[config.mk]
export PLATFORM = sky130hd
export DESIGN_NAME = i2cm_ctrl
export DESIGN_NICKNAME = d
export VERILOG_FILES = /design/src/rtl/i2cm_pkg.sv /design/src/rtl/i2cm_phase_timer.sv /design/src/rtl/i2cm_bus_monitor.sv /design/src/rtl/i2cm_byte_engine.sv /design/src/rtl/i2cm_ctrl.sv
export SDC_FILE = /design/constraint.sdc
export NUM_CORES = 1
export LEC_CHECK = 0
export BUFFER_PORTS_ARGS = -buffer_cell sky130_fd_sc_hd__buf_2
export CAP_MARGIN = 20
export CORE_MARGIN = 10
export CORE_UTILIZATION = 50
export DETAILED_ROUTE_END_ITERATION = 10
export PLACE_DENSITY = 0.76
export SKIP_LAST_GASP = 1
export SLEW_MARGIN = 15
export SYNTH_ARGS = -nofsm -noshare
export SYNTH_HDL_FRONTEND = slang
export SYNTH_HIERARCHICAL = 1
export SYNTH_SLANG_ARGS = --single-unit
[constraint.sdc]
create_clock -name clk -period 5.2 [get_ports clk]
set_input_delay 0.52 -clock clk [delete_from_list [all_inputs] [get_ports clk]]
set_output_delay 0.52 -clock clk [all_outputs]
set_load 0.05 [all_outputs]
[src/rtl/i2cm_pkg.sv]
package i2cm_pkg;
  typedef enum logic [1:0] {
    OP_START = 2'd0,
    OP_WRITE = 2'd1,
    OP_READ  = 2'd2,
    OP_STOP  = 2'd3
  } i2cm_op_e;

  typedef enum logic [2:0] {
    ST_SLAVE,
    ST_BEGIN,
    ST_HOLD,
    ST_BLO,
    ST_BHI,
    ST_PLO,
    ST_PHI,
    ST_PREL
  } i2cm_state_e;
endpackage

[src/rtl/i2cm_phase_timer.sv]
module i2cm_phase_timer #(
  parameter int CW = 8
) (
  input  logic          clk,
  input  logic          rst,
  input  logic          load,
  input  logic [CW-1:0] load_val,
  input  logic          en,
  output logic          zero
);
  logic [CW-1:0] cnt;

  always_ff @(posedge clk) begin
    if (rst)                     cnt <= '0;
    else if (load)               cnt <= load_val;
    else if (en && cnt != '0)    cnt <= cnt - 1'b1;
  end

  assign zero = (cnt == '0);
endmodule

[src/rtl/i2cm_bus_monitor.sv]
module i2cm_bus_monitor (
  input  logic clk,
  input  logic rst,
  input  logic scl_i,
  input  logic sda_i,
  output logic busy
);
  logic scl_q, sda_q, start_seen, stop_seen;

  always_ff @(posedge clk) begin
    if (rst) begin
      scl_q <= 1'b1;
      sda_q <= 1'b1;
    end else begin
      scl_q <= scl_i;
      sda_q <= sda_i;
    end
  end

  assign start_seen = scl_q && scl_i && sda_q && !sda_i;
  assign stop_seen  = scl_q && scl_i && !sda_q && sda_i;

  always_ff @(posedge clk) begin
    if (rst)             busy <= 1'b0;
    else if (start_seen) busy <= 1'b1;
    else if (stop_seen)  busy <= 1'b0;
  end

  // a condition seen on the lines is reflected in the flag next cycle
  p_busy_set_r10: assert property (@(posedge clk) disable iff (rst)
    start_seen |=> busy);
  p_busy_clr_r10: assert property (@(posedge clk) disable iff (rst)
    stop_seen |=> !busy);
endmodule

[src/rtl/i2cm_byte_engine.sv]
module i2cm_byte_engine
  import i2cm_pkg::*;
#(
  parameter int LOW_STD   = 250,
  parameter int HIGH_STD  = 250,
  parameter int LOW_FAST  = 63,
  parameter int HIGH_FAST = 62
) (
  input  logic       clk,
  input  logic       rst,
  input  logic       cmd_valid,
  input  i2cm_op_e   cmd_op,
  input  logic [7:0] cmd_byte,
  input  logic       fast,
  input  logic       bus_busy,
  input  logic       scl_i,
  input  logic       sda_i,
  output logic       scl_oe,
  output logic       sda_oe,
  output logic       ready,
  output logic       taken,
  output logic       master,
  output logic       wr,
  output logic [7:0] shreg,
  output logic       done_p,
  output logic       nack_p,
  output logic       arb_p
);
  localparam int MAX_LO = (LOW_STD > LOW_FAST) ? LOW_STD : LOW_FAST;
  localparam int MAX_HI = (HIGH_STD > HIGH_FAST) ? HIGH_STD : HIGH_FAST;
  localparam int MAXC   = (MAX_LO > MAX_HI) ? MAX_LO : MAX_HI;
  localparam int CW     = $clog2(MAXC + 1);

  i2cm_state_e   state, nxt;
  logic [3:0]    bitc;
  logic          ack_drv, last_bit, sda_drv, arb_hit, fin;
  logic          tmr_load, tmr_en, tmr_zero;
  logic [CW-1:0] lo_val, hi_val, tmr_val;

  assign lo_val   = fast ? CW'(LOW_FAST - 1)  : CW'(LOW_STD - 1);
  assign hi_val   = fast ? CW'(HIGH_FAST - 1) : CW'(HIGH_STD - 1);
  assign last_bit = (bitc == 4'd8);
  assign ready    = (state == ST_SLAVE) || (state == ST_HOLD);

  always_comb begin
    taken = 1'b0;
    if (cmd_valid && ready)
      taken = (cmd_op == OP_START) ? (!master && !bus_busy) : master;
    tmr_en  = (state == ST_BHI || state == ST_PHI) ? scl_i : 1'b1;
    fin     = tmr_zero && tmr_en;
    arb_hit = (state == ST_BHI) && wr && !last_bit && !sda_drv && scl_i && !sda_i;
    nxt = state;
    unique case (state)
      ST_SLAVE: if (taken) nxt = ST_BEGIN;
      ST_BEGIN: if (fin) nxt = ST_HOLD;
      ST_HOLD:  if (taken) nxt = (cmd_op == OP_STOP) ? ST_PLO : ST_BLO;
      ST_BLO:   if (fin) nxt = ST_BHI;
      ST_BHI: begin
        if (arb_hit)  nxt = ST_SLAVE;
        else if (fin) nxt = last_bit ? ST_HOLD : ST_BLO;
      end
      ST_PLO:   if (fin) nxt = ST_PHI;
      ST_PHI:   if (fin) nxt = ST_PREL;
      ST_PREL:  if (fin) nxt = ST_SLAVE;
      default:  nxt = ST_SLAVE;
    endcase
    tmr_load = (nxt != state);
    tmr_val  = (nxt == ST_BLO || nxt == ST_PLO) ? lo_val : hi_val;
  end

  always_comb begin
    unique case (state)
      ST_BEGIN, ST_PLO, ST_PHI: sda_drv = 1'b1;
      ST_BLO, ST_BHI:           sda_drv = last_bit ? (!wr && ack_drv) : (wr && !shreg[7]);
      default:                  sda_drv = 1'b0;
    endcase
  end

  assign sda_oe = sda_drv;
  assign scl_oe = (state == ST_HOLD) || (state == ST_BLO) || (state == ST_PLO);

  i2cm_phase_timer #(.CW(CW)) u_timer (
    .clk(clk), .rst(rst), .load(tmr_load), .load_val(tmr_val),
    .en(tmr_en), .zero(tmr_zero)
  );

  always_ff @(posedge clk) begin
    if (rst) begin
      state   <= ST_SLAVE;
      master  <= 1'b0;
      wr      <= 1'b0;
      ack_drv <= 1'b0;
      bitc    <= 4'd0;
      shreg   <= 8'h00;
      done_p  <= 1'b0;
      nack_p  <= 1'b0;
      arb_p   <= 1'b0;
    end else begin
      state  <= nxt;
      done_p <= 1'b0;
      nack_p <= 1'b0;
      arb_p  <= arb_hit;
      if (taken && cmd_op == OP_WRITE) begin
        shreg <= cmd_byte;
        wr    <= 1'b1;
        bitc  <= 4'd0;
      end
      if (taken && cmd_op == OP_READ) begin
        wr      <= 1'b0;
        ack_drv <= cmd_byte[0];
        bitc    <= 4'd0;
      end
      if (state == ST_BEGIN && fin) master <= 1'b1;
      if (arb_hit || (state == ST_PREL && fin)) master <= 1'b0;
      if (state == ST_BHI && fin && !arb_hit) begin
        if (last_bit) begin
          done_p <= 1'b1;
          nack_p <= wr && sda_i;
        end else begin
          shreg <= {shreg[6:0], sda_i};
          bitc  <= bitc + 4'd1;
        end
      end
    end
  end

  // master mode is entered only from the start sequence
  p_master_on_r2: assert property (@(posedge clk) disable iff (rst)
    $rose(master) |-> $past(state) == ST_BEGIN);
  // the data line does not move while SCL is released within a bit
  p_hi_stable_r4: assert property (@(posedge clk) disable iff (rst)
    (state == ST_BHI && $past(state) == ST_BHI) |-> $stable(sda_oe));
  // a lost bit frees both lines and the master role at once
  p_arb_release_r8: assert property (@(posedge clk) disable iff (rst)
    arb_hit |=> (!scl_oe && !sda_oe && !master));
  // leaving master mode leaves both lines released
  p_demote_r9: assert property (@(posedge clk) disable iff (rst)
    $fell(master) |-> (!scl_oe && !sda_oe));
endmodule

[src/rtl/i2cm_ctrl.sv]
module i2cm_ctrl
  import i2cm_pkg::*;
#(
  parameter int LOW_STD   = 250,
  parameter int HIGH_STD  = 250,
  parameter int LOW_FAST  = 63,
  parameter int HIGH_FAST = 62
) (
  input  logic       clk,
  input  logic       rst,
  input  logic       cmd_valid,
  input  logic [1:0] cmd_op,
  input  logic [7:0] cmd_data,
  output logic       cmd_ready,
  input  logic       cfg_fast,
  input  logic       cfg_irq_en,
  input  logic       status_rd,
  input  logic       scl_i,
  input  logic       sda_i,
  output logic       scl_oe,
  output logic       sda_oe,
  output logic [7:0] rx_data,
  output logic       st_master,
  output logic       st_busy,
  output logic       st_tx,
  output logic       st_eob,
  output logic       st_ack_fail,
  output logic       st_arb_lost,
  output logic       irq
);
  i2cm_op_e op;
  logic     taken, wr, done_p, nack_p, arb_p;

  assign op = i2cm_op_e'(cmd_op);

  i2cm_bus_monitor u_mon (
    .clk(clk), .rst(rst), .scl_i(scl_i), .sda_i(sda_i), .busy(st_busy)
  );

  i2cm_byte_engine #(
    .LOW_STD(LOW_STD), .HIGH_STD(HIGH_STD),
    .LOW_FAST(LOW_FAST), .HIGH_FAST(HIGH_FAST)
  ) u_eng (
    .clk(clk), .rst(rst), .cmd_valid(cmd_valid), .cmd_op(op),
    .cmd_byte(cmd_data), .fast(cfg_fast), .bus_busy(st_busy),
    .scl_i(scl_i), .sda_i(sda_i), .scl_oe(scl_oe), .sda_oe(sda_oe),
    .ready(cmd_ready), .taken(taken), .master(st_master), .wr(wr),
    .shreg(rx_data), .done_p(done_p), .nack_p(nack_p), .arb_p(arb_p)
  );

  always_ff @(posedge clk) begin
    if (rst) begin
      st_eob      <= 1'b0;
      st_ack_fail <= 1'b0;
      st_arb_lost <= 1'b0;
      st_tx       <= 1'b0;
      irq         <= 1'b0;
    end else begin
      if (done_p) st_eob <= 1'b1;
      else if (status_rd || (taken && op == OP_WRITE)) st_eob <= 1'b0;
      if (nack_p) st_ack_fail <= 1'b1;
      else if (status_rd) st_ack_fail <= 1'b0;
      if (arb_p) st_arb_lost <= 1'b1;
      else if (status_rd) st_arb_lost <= 1'b0;
      if (taken && op == OP_WRITE) st_tx <= 1'b1;
      else if (taken && op == OP_READ) st_tx <= 1'b0;
      irq <= cfg_irq_en && (st_eob || st_ack_fail || st_arb_lost);
    end
  end

  // the interrupt is never raised unless it was enabled
  p_irq_gate_r12: assert property (@(posedge clk) disable iff (rst)
    irq |-> $past(cfg_irq_en));
  // a status read with no byte ending clears the end-of-byte flag
  p_eob_clear_r11: assert property (@(posedge clk) disable iff (rst)
    (status_rd && !done_p) |=> !st_eob);
  // the engine never pulls SCL while in slave mode and idle
  p_slave_quiet_r2: assert property (@(posedge clk) disable iff (rst)
    (!st_master && cmd_ready) |-> !scl_oe);
endmodule

==> flow_metrics.py, run 1 <==
metrics = {
    "clock_network": {
        "post-cts-setup-buffers": 0,
        "hold_buffers": 0,
        "clock-sinks": 37,
        "cts_tree": "yes",
        "cts_resized": 0,
        "clock_path_buffers": 2,
        "htreeDepth": 2,
        "numCtsBuffers": 5,
        "root_buffer": "clkbuf_8",
        "clk_pin_slew_ps": 70,
        "clk_latency_ps": 290,
    },
    "run": {
        "drv_cap": 0,
    },
    "place": {
        "gp_congestion": 0.875,
        "pre_cts_ws_ps": 2130,
        "place.port_buffers": 35,
        "dp_hpwl_mm": 3.40,
    },
    "sta": {
        "finalSetupTns_ps": 0,
        "worst_pin_slew_ps": 714,
        "slew_headroom_pct": 52.4,
        "hold_violations": 0,
        "fmax_mhz": 322,
        "skew_ps": 4.55,
        "rsz0062_at_grt": "no",
        "fin_crit_sh_pct": 59.8,
        "setup_violations": 0,
        "maxSlewViolCount": 0,
        "fin_crit_ps": 3110,
        "layout_setup_ws_ps": 2090,
    },
    "critical_path": {
        "reg2reg_slack_ps": 2090,
        "crit_type": "register to register",
        "crit_path_end_kind": "register",
        "ff2ff_path_depth": 10,
        "critPathLaunchType": "register",
        "cp_max_fo": 11,
        "rr_endpoint": "u_eng/u_timer/cnt[1]",
        "cp.arrival_ps": 3260,
        "worstPathRequired_ps": 5350,
        "rr_startpoint": "u_eng/u_timer/cnt[2]",
        "slowest_delay_ps": 590,
        "cp_slowest_cell": "or4_4",
        "cp_cell_sequence": "or4_4 > nor4_1 > buf_4 > and2_1 > nor2_1 > o21ai_0 > a221o_1 > clkinv_1 > nand4b_1 > o211ai_1",
    },
    "logic_synthesis": {
        "seq_area_frac_synth_pct": 36.3,
        "syn_area_mm2": 0.00204,
        "synth_flop_cell": "dfxtp_1",
        "async_reset_ff_share_pct": 0,
        "yosys-top-cells-area": "dfxtp_1, mux2i_1, nor2_1, a21oi_1, a211oi_1",
        "ys_ff_latch": 37,
        "avgSynthCellArea_um2": 8.61,
        "synth.top_cell.area_share_pct": 36.3,
        "yosysWarnings": 6,
        "synth-edff-count": 0,
        "yosysUniqueCellTypes": 59,
        "yosysTopAreaCell": "dfxtp_1",
        "syn_inst": 237,
    },
    "min_path": {
        "whs_path_depth": 2,
        "hold_start": "u_eng/nack_p",
        "whs_endpoint": "st_ack_fail",
        "hold_class": "register to register",
    },
    "global_routing": {
        "grt_pass1_wl_mm": 8.27,
        "gr-total-overflow": 0,
        "grt.total_usage_pct": 13.6,
        "antenna_found_initial": 0,
        "grt_max_degree": 40,
        "grt_pass1_vias": 1857,
    },
    "layout": {
        "fin_nets": 294,
        "fillCellCount": 366,
        "final_cell_mix": "dfxtp_1, buf_2, nor2_1",
        "drive_above_1_share_pct": 22.0,
        "final_common_cell": "dfxtp_1",
        "area_delta_synth_final_pct": 15.7,
        "antenna_cells": 0,
    },
    "die": {
        "die_h_um": 83.9,
        "die_w_um": 83.9,
        "boundaryPins": 36,
        "core_area_mm2": 0.00397,
        "start_util_pct": 51.4,
        "rows": 23,
        "die-area_mm2": 0.00704,
    },
    "route": {
        "routed_wl_mm": 4.70,
        "drc_errors": 0,
        "post_drt_wl_per_cell_um": 14.5,
        "dr.pass1.iters": 4,
        "vias_per_cell": 5.70,
        "vias": 1841,
        "ant_nets": 0,
        "drtIter0Drc": 120,
    },
    "power_and_ir_drop": {
        "p_leak_nw": 1.03,
        "ir_drop_uv": 154,
        "pwr_density_cell_mw_per_mm2": 395,
    },
    "outcome": {
        "outcome": "complete, no violations",
    },
}
## worst max-delay path: cells and delay by family, from the launching register on
family | cells | cell delay [ps]
compound gates | 3 | 630
simple gates | 5 | 1420
buf+inv | 2 | 540
flops | 1 | 360
## cell usage after synthesis (2+ instances only)
| cell type | number |
|---|---|
| mux2i_1 | 9 |
| nor4_1 | 2 |
| a221o_1 | 2 |
| a311oi_1 | 2 |
| nand4b_1 | 3 |
| a211oi_1 | 9 |
| nand2b_1 | 6 |
| nor2_1 | 23 |
| nand4_1 | 4 |
| nand3_1 | 8 |
| a211oi_2 | 2 |
| o21a_1 | 2 |
| and3_1 | 3 |
| nor3b_1 | 5 |
| dfxtp_1 | 37 |
| a21oi_1 | 16 |
| a31oi_1 | 3 |
| o211ai_1 | 4 |
| o211a_1 | 2 |
| buf_2 | 3 |
| o21ai_0 | 6 |
| or2_1 | 3 |
| clkbuf_1 | 3 |
| xnor2_1 | 4 |
| or3_2 | 2 |
| nor3_1 | 5 |
| or4_2 | 2 |
| buf_1 | 2 |
| nor2b_1 | 5 |
| or4_1 | 2 |
| inv_1 | 13 |
| ha_1 | 4 |
| nand2_1 | 15 |
## sequential cells by signal (all words and copies together) (netlist names), 3 cells and up
name	flops
u_eng/shreg	8
u_eng/u_timer/cnt	8
u_eng/bitc	4
u_eng/state	3
## layout make-up
cell class / count / area [um^2] / area share, %
multi-input cells: 178 / 1200 / 50.9
flip-flops and latches: 37 / 741 / 31.4
repair buffers: 36 / 183 / 7.74
clock buffers: 6 / 82.6 / 3.50
well taps: 50 / 62.6 / 2.65
inverters: 14 / 52.6 / 2.23
clock inverters: 2 / 37.5 / 1.59
## per-layer routing
| metal | track usage, % | up-vias | part of all wire (%) |
|---|---|---|---|
| met3 | 3.71 | 13 | 5.1 |
| met5 | 0 | - | 0 |
| li1 | - | 925 | - |
| met4 | 8.22 | 0 | 2.7 |
| met1 | 15.4 | 854 | 46 |
| met2 | 22.0 | 49 | 46 |
## worst max-delay path by stage
stage,startpoint,to,cells past startpoint
finish,u_eng/u_timer/cnt[2],u_eng/u_timer/cnt[1],10
global route,u_eng/u_timer/cnt[2],u_eng/u_timer/cnt[1],10
CTS,u_eng/u_timer/cnt[2],u_eng/u_timer/cnt[1],10
detailed placement,u_eng/u_timer/cnt[2],u_eng/u_timer/cnt[1],10
global placement,u_eng/u_timer/cnt[2],u_eng/u_timer/cnt[1],10
floorplan,u_eng/u_timer/cnt[2],u_eng/u_timer/cnt[1],12
## logic make-up (layout without fill, tap and decap cells)
group                      Yosys count  in the layout  synth area share [%]
AOI/OAI and AO/OA                   57             57                  20.6
xor gates and xnor gates             5              5                  2.15
adders and majority gates            4              4                  2.45
buffers and inverters               24             58                  5.15
DFF                                 37             37                  36.3
muxes                               10             10                  4.97
other                                1              3                 0.184
and+or+nand+nor                     99             99                  28.2
## through the flow
step / cells / area, um^2 / hold slack (ps) / power [mW] / util [%]
final: 323 / 2360 / 428 / 0.932 / 59.5
after global routing: 323 / 2360 / 455 / 0.988 / 59.5
after CTS: 323 / 2360 / 432 / 0.934 / 59.5
after detailed placement: 315 / 2240 / 421 / 0.669 / 56.4
after global placement: 315 / 2240 / 419 / 0.664 / 56.4
after floorplan: 239 / 2050 / 405 / 0.605 / -
## power by group
group          total (mW)  switching (mW)  leakage, nW  internal (mW)
combinational       0.312           0.171        0.667          0.141
clock               0.260           0.104       0.0574          0.156
sequential          0.360          0.0429        0.301          0.317
total               0.932           0.317         1.03          0.615
No activity file was read; power rests on OpenSTA's default activity.
==> inputs of run 2 (changes only) <==
PLACE_DENSITY = 0.78   (was 0.76)
clock period = 2.8 ns   (was 5.2 ns; I/O delays follow)
==> run 2 against run 1 <==
Against the previous run: via count shrank 1.0%; wire length grew 0.43%; non-clock buffer count grew 4; critical endpoint unchanged; sequential share of layout area stayed put; maximum frequency is 22% higher; highest routed layer unchanged.
==> flow_metrics.py, run 2 (same netlist as run 1, synthesis figures left out) <==
metrics = {
    "outcome": {
        "outcome": "complete, no violations",
    },
    "layout": {
        "fin_nets": 298,
        "reg.largest.list": "u_eng/shreg x8, u_eng/u_timer/cnt x8, u_eng/bitc x4",
        "drive_above_1_share_pct": 22.8,
        "final_cell_mix": "dfxtp_1, buf_2, nor2_1",
        "final_common_cell": "dfxtp_1",
        "area_delta_synth_final_pct": 15.7,
        "antenna_cells": 0,
        "fin_util_pct": 59.5,
    },
    "clock_network": {
        "hold_buffers": 0,
        "clk_pin_slew_ps": 80,
        "clock_path_buffers": 2,
        "numCtsBuffers": 5,
        "htreeDepth": 2,
        "cts_tree": "yes",
        "clk_latency_ps": 290,
        "root_buffer": "clkbuf_8",
        "cts_resized": 0,
        "post-cts-setup-buffers": 0,
        "clock-sinks": 37,
    },
    "power_and_ir_drop": {
        "ir_drop_uv": 258,
        "p_leak_nw": 1.03,
        "total_power_mw": 1.64,
        "pwr_density_cell_mw_per_mm2": 695,
    },
    "sta": {
        "skew_ps": 16.4,
        "maxSlewViolCount": 0,
        "rsz0062_at_grt": "no",
        "slew_headroom_pct": 53.9,
        "fmax_mhz": 391,
        "setup_violations": 0,
        "fin_crit_ps": 2560,
        "hold_violations": 0,
        "fin_crit_sh_pct": 91.3,
        "finalSetupTns_ps": 0,
        "worst_pin_slew_ps": 691,
    },
    "route": {
        "ant_nets": 0,
        "drtIter0Drc": 77,
        "vias_per_cell": 5.59,
        "vias": 1822,
        "drc_errors": 0,
        "post_drt_wl_per_cell_um": 14.5,
        "routed_wl_mm": 4.72,
        "dr.pass1.iters": 4,
    },
    "die": {
        "die_w_um": 83.9,
        "rows": 23,
        "core_area_mm2": 0.00397,
        "boundaryPins": 36,
        "die_h_um": 83.9,
        "die-area_mm2": 0.00704,
        "start_util_pct": 51.4,
    },
    "global_routing": {
        "grt.total_usage_pct": 13.2,
        "antenna_found_initial": 0,
        "grt_pass1_wl_mm": 8.00,
        "grt_max_degree": 40,
        "grt_pass1_vias": 1803,
        "gr-total-overflow": 0,
    },
    "place": {
        "dp_hpwl_mm": 3.41,
        "place.port_buffers": 35,
        "gp_congestion": 0.861,
    },
    "min_path": {
        "hold_class": "input port to register",
        "whs_path_depth": 2,
        "hold_start": "sda_i",
        "whs_endpoint": "u_mon/sda_q",
    },
    "critical_path": {
        "critPathLaunchType": "register",
        "rr_startpoint": "u_eng/u_timer/cnt[2]",
        "path_buf_inv": 1,
        "crit_type": "register to register",
        "crit_path_end_kind": "register",
        "reg2reg_slack_ps": 240,
        "ff2ff_path_depth": 10,
        "worstPathRequired_ps": 3010,
        "cp_common_cell": "o211ai_1",
        "path_delay_family": "simple AND/OR/NAND/NOR gates",
        "cp_slowest_cell": "or4_4",
        "cp_cell_sequence": "or4_4 > nor4_1 > and2_1 > buf_4 > o211ai_1 > nand3_1 > xnor2_1 > and3_1 > nand2_1 > o211ai_1",
        "cp_max_fo": 7,
        "slowest_delay_ps": 590,
        "cp.arrival_ps": 2770,
        "rr_endpoint": "u_eng/u_timer/cnt[1]",
    },
    "run": {
        "drv_cap": 0,
    },
}
run 2: changes by cell type in the layout (fill, tap and decap cells not counted):
cell | previous run | this run
bufinv_16 | 1 | 0
buf_4 | 1 | 5
run 2: worst max path at each step:
stage                         start              endpoint  slack [ps]  cells past startpoint
3_5_place_dp   u_eng/u_timer/cnt[2]  u_eng/u_timer/cnt[1]         280                     10
3_3_place_gp   u_eng/u_timer/cnt[1]  u_eng/u_timer/cnt[1]         350                     11
2_1_floorplan  u_eng/u_timer/cnt[2]  u_eng/u_timer/cnt[1]          40                     12
6_report       u_eng/u_timer/cnt[2]  u_eng/u_timer/cnt[1]         240                     10
5_1_grt        u_eng/u_timer/cnt[0]  u_eng/u_timer/cnt[1]          70                     11
4_1_cts        u_eng/u_timer/cnt[2]  u_eng/u_timer/cnt[1]         250                     10
run 2: per-stage QoR:
step / hold slack, ps / instance area, um^2 / worst slack [ps] / cells
finish: 246 / 2360 / 242 / 326
global route: 242 / 2360 / 69.1 / 326
CTS: 231 / 2360 / 247 / 326
global placement: 416 / 2270 / 355 / 319
floorplan: 345 / 2050 / 35.7 / 239
detailed placement: 418 / 2270 / 275 / 319
run 2: power by group:
group / total [mW] / leakage (nW) / switching, mW / internal [mW]
Combinational: 0.602 / 0.687 / 0.325 / 0.277
Sequential: 0.658 / 0.301 / 0.0688 / 0.589
Clock: 0.381 / 0.0433 / 0.187 / 0.195
Total: 1.64 / 1.03 / 0.581 / 1.06
run 2: area by class of cell:
cell class	instances	area [um^2]
Sequential cell	37	741
Clock inverter	1	7.51
Inverter	14	52.6
Tap cell	50	62.6
Multi-Input combinational cell	178	1200
Timing Repair Buffer	40	213
Clock buffer	6	82.6
Fill cell	365	1610
run 2: worst reg2reg max path, cell delays in order, from the launching register on:
cell and delay (ps):
dfxtp_1 370, or4_4 590, nor4_1 260, and2_1 210, buf_4 170, o211ai_1 160
nand3_1 150, xnor2_1 160, and3_1 180, nand2_1 50, o211ai_1 170
run 2: layer usage:
metal	up-vias	track usage, %	routed length, um	share of wire (%)
li1	937	-	-	-
met2	33	22.9	2330	49
met1	848	14.4	2140	45
met3	4	4.79	209	4.4
met4	0	4.41	36	0.76
met5	-	0	0	0
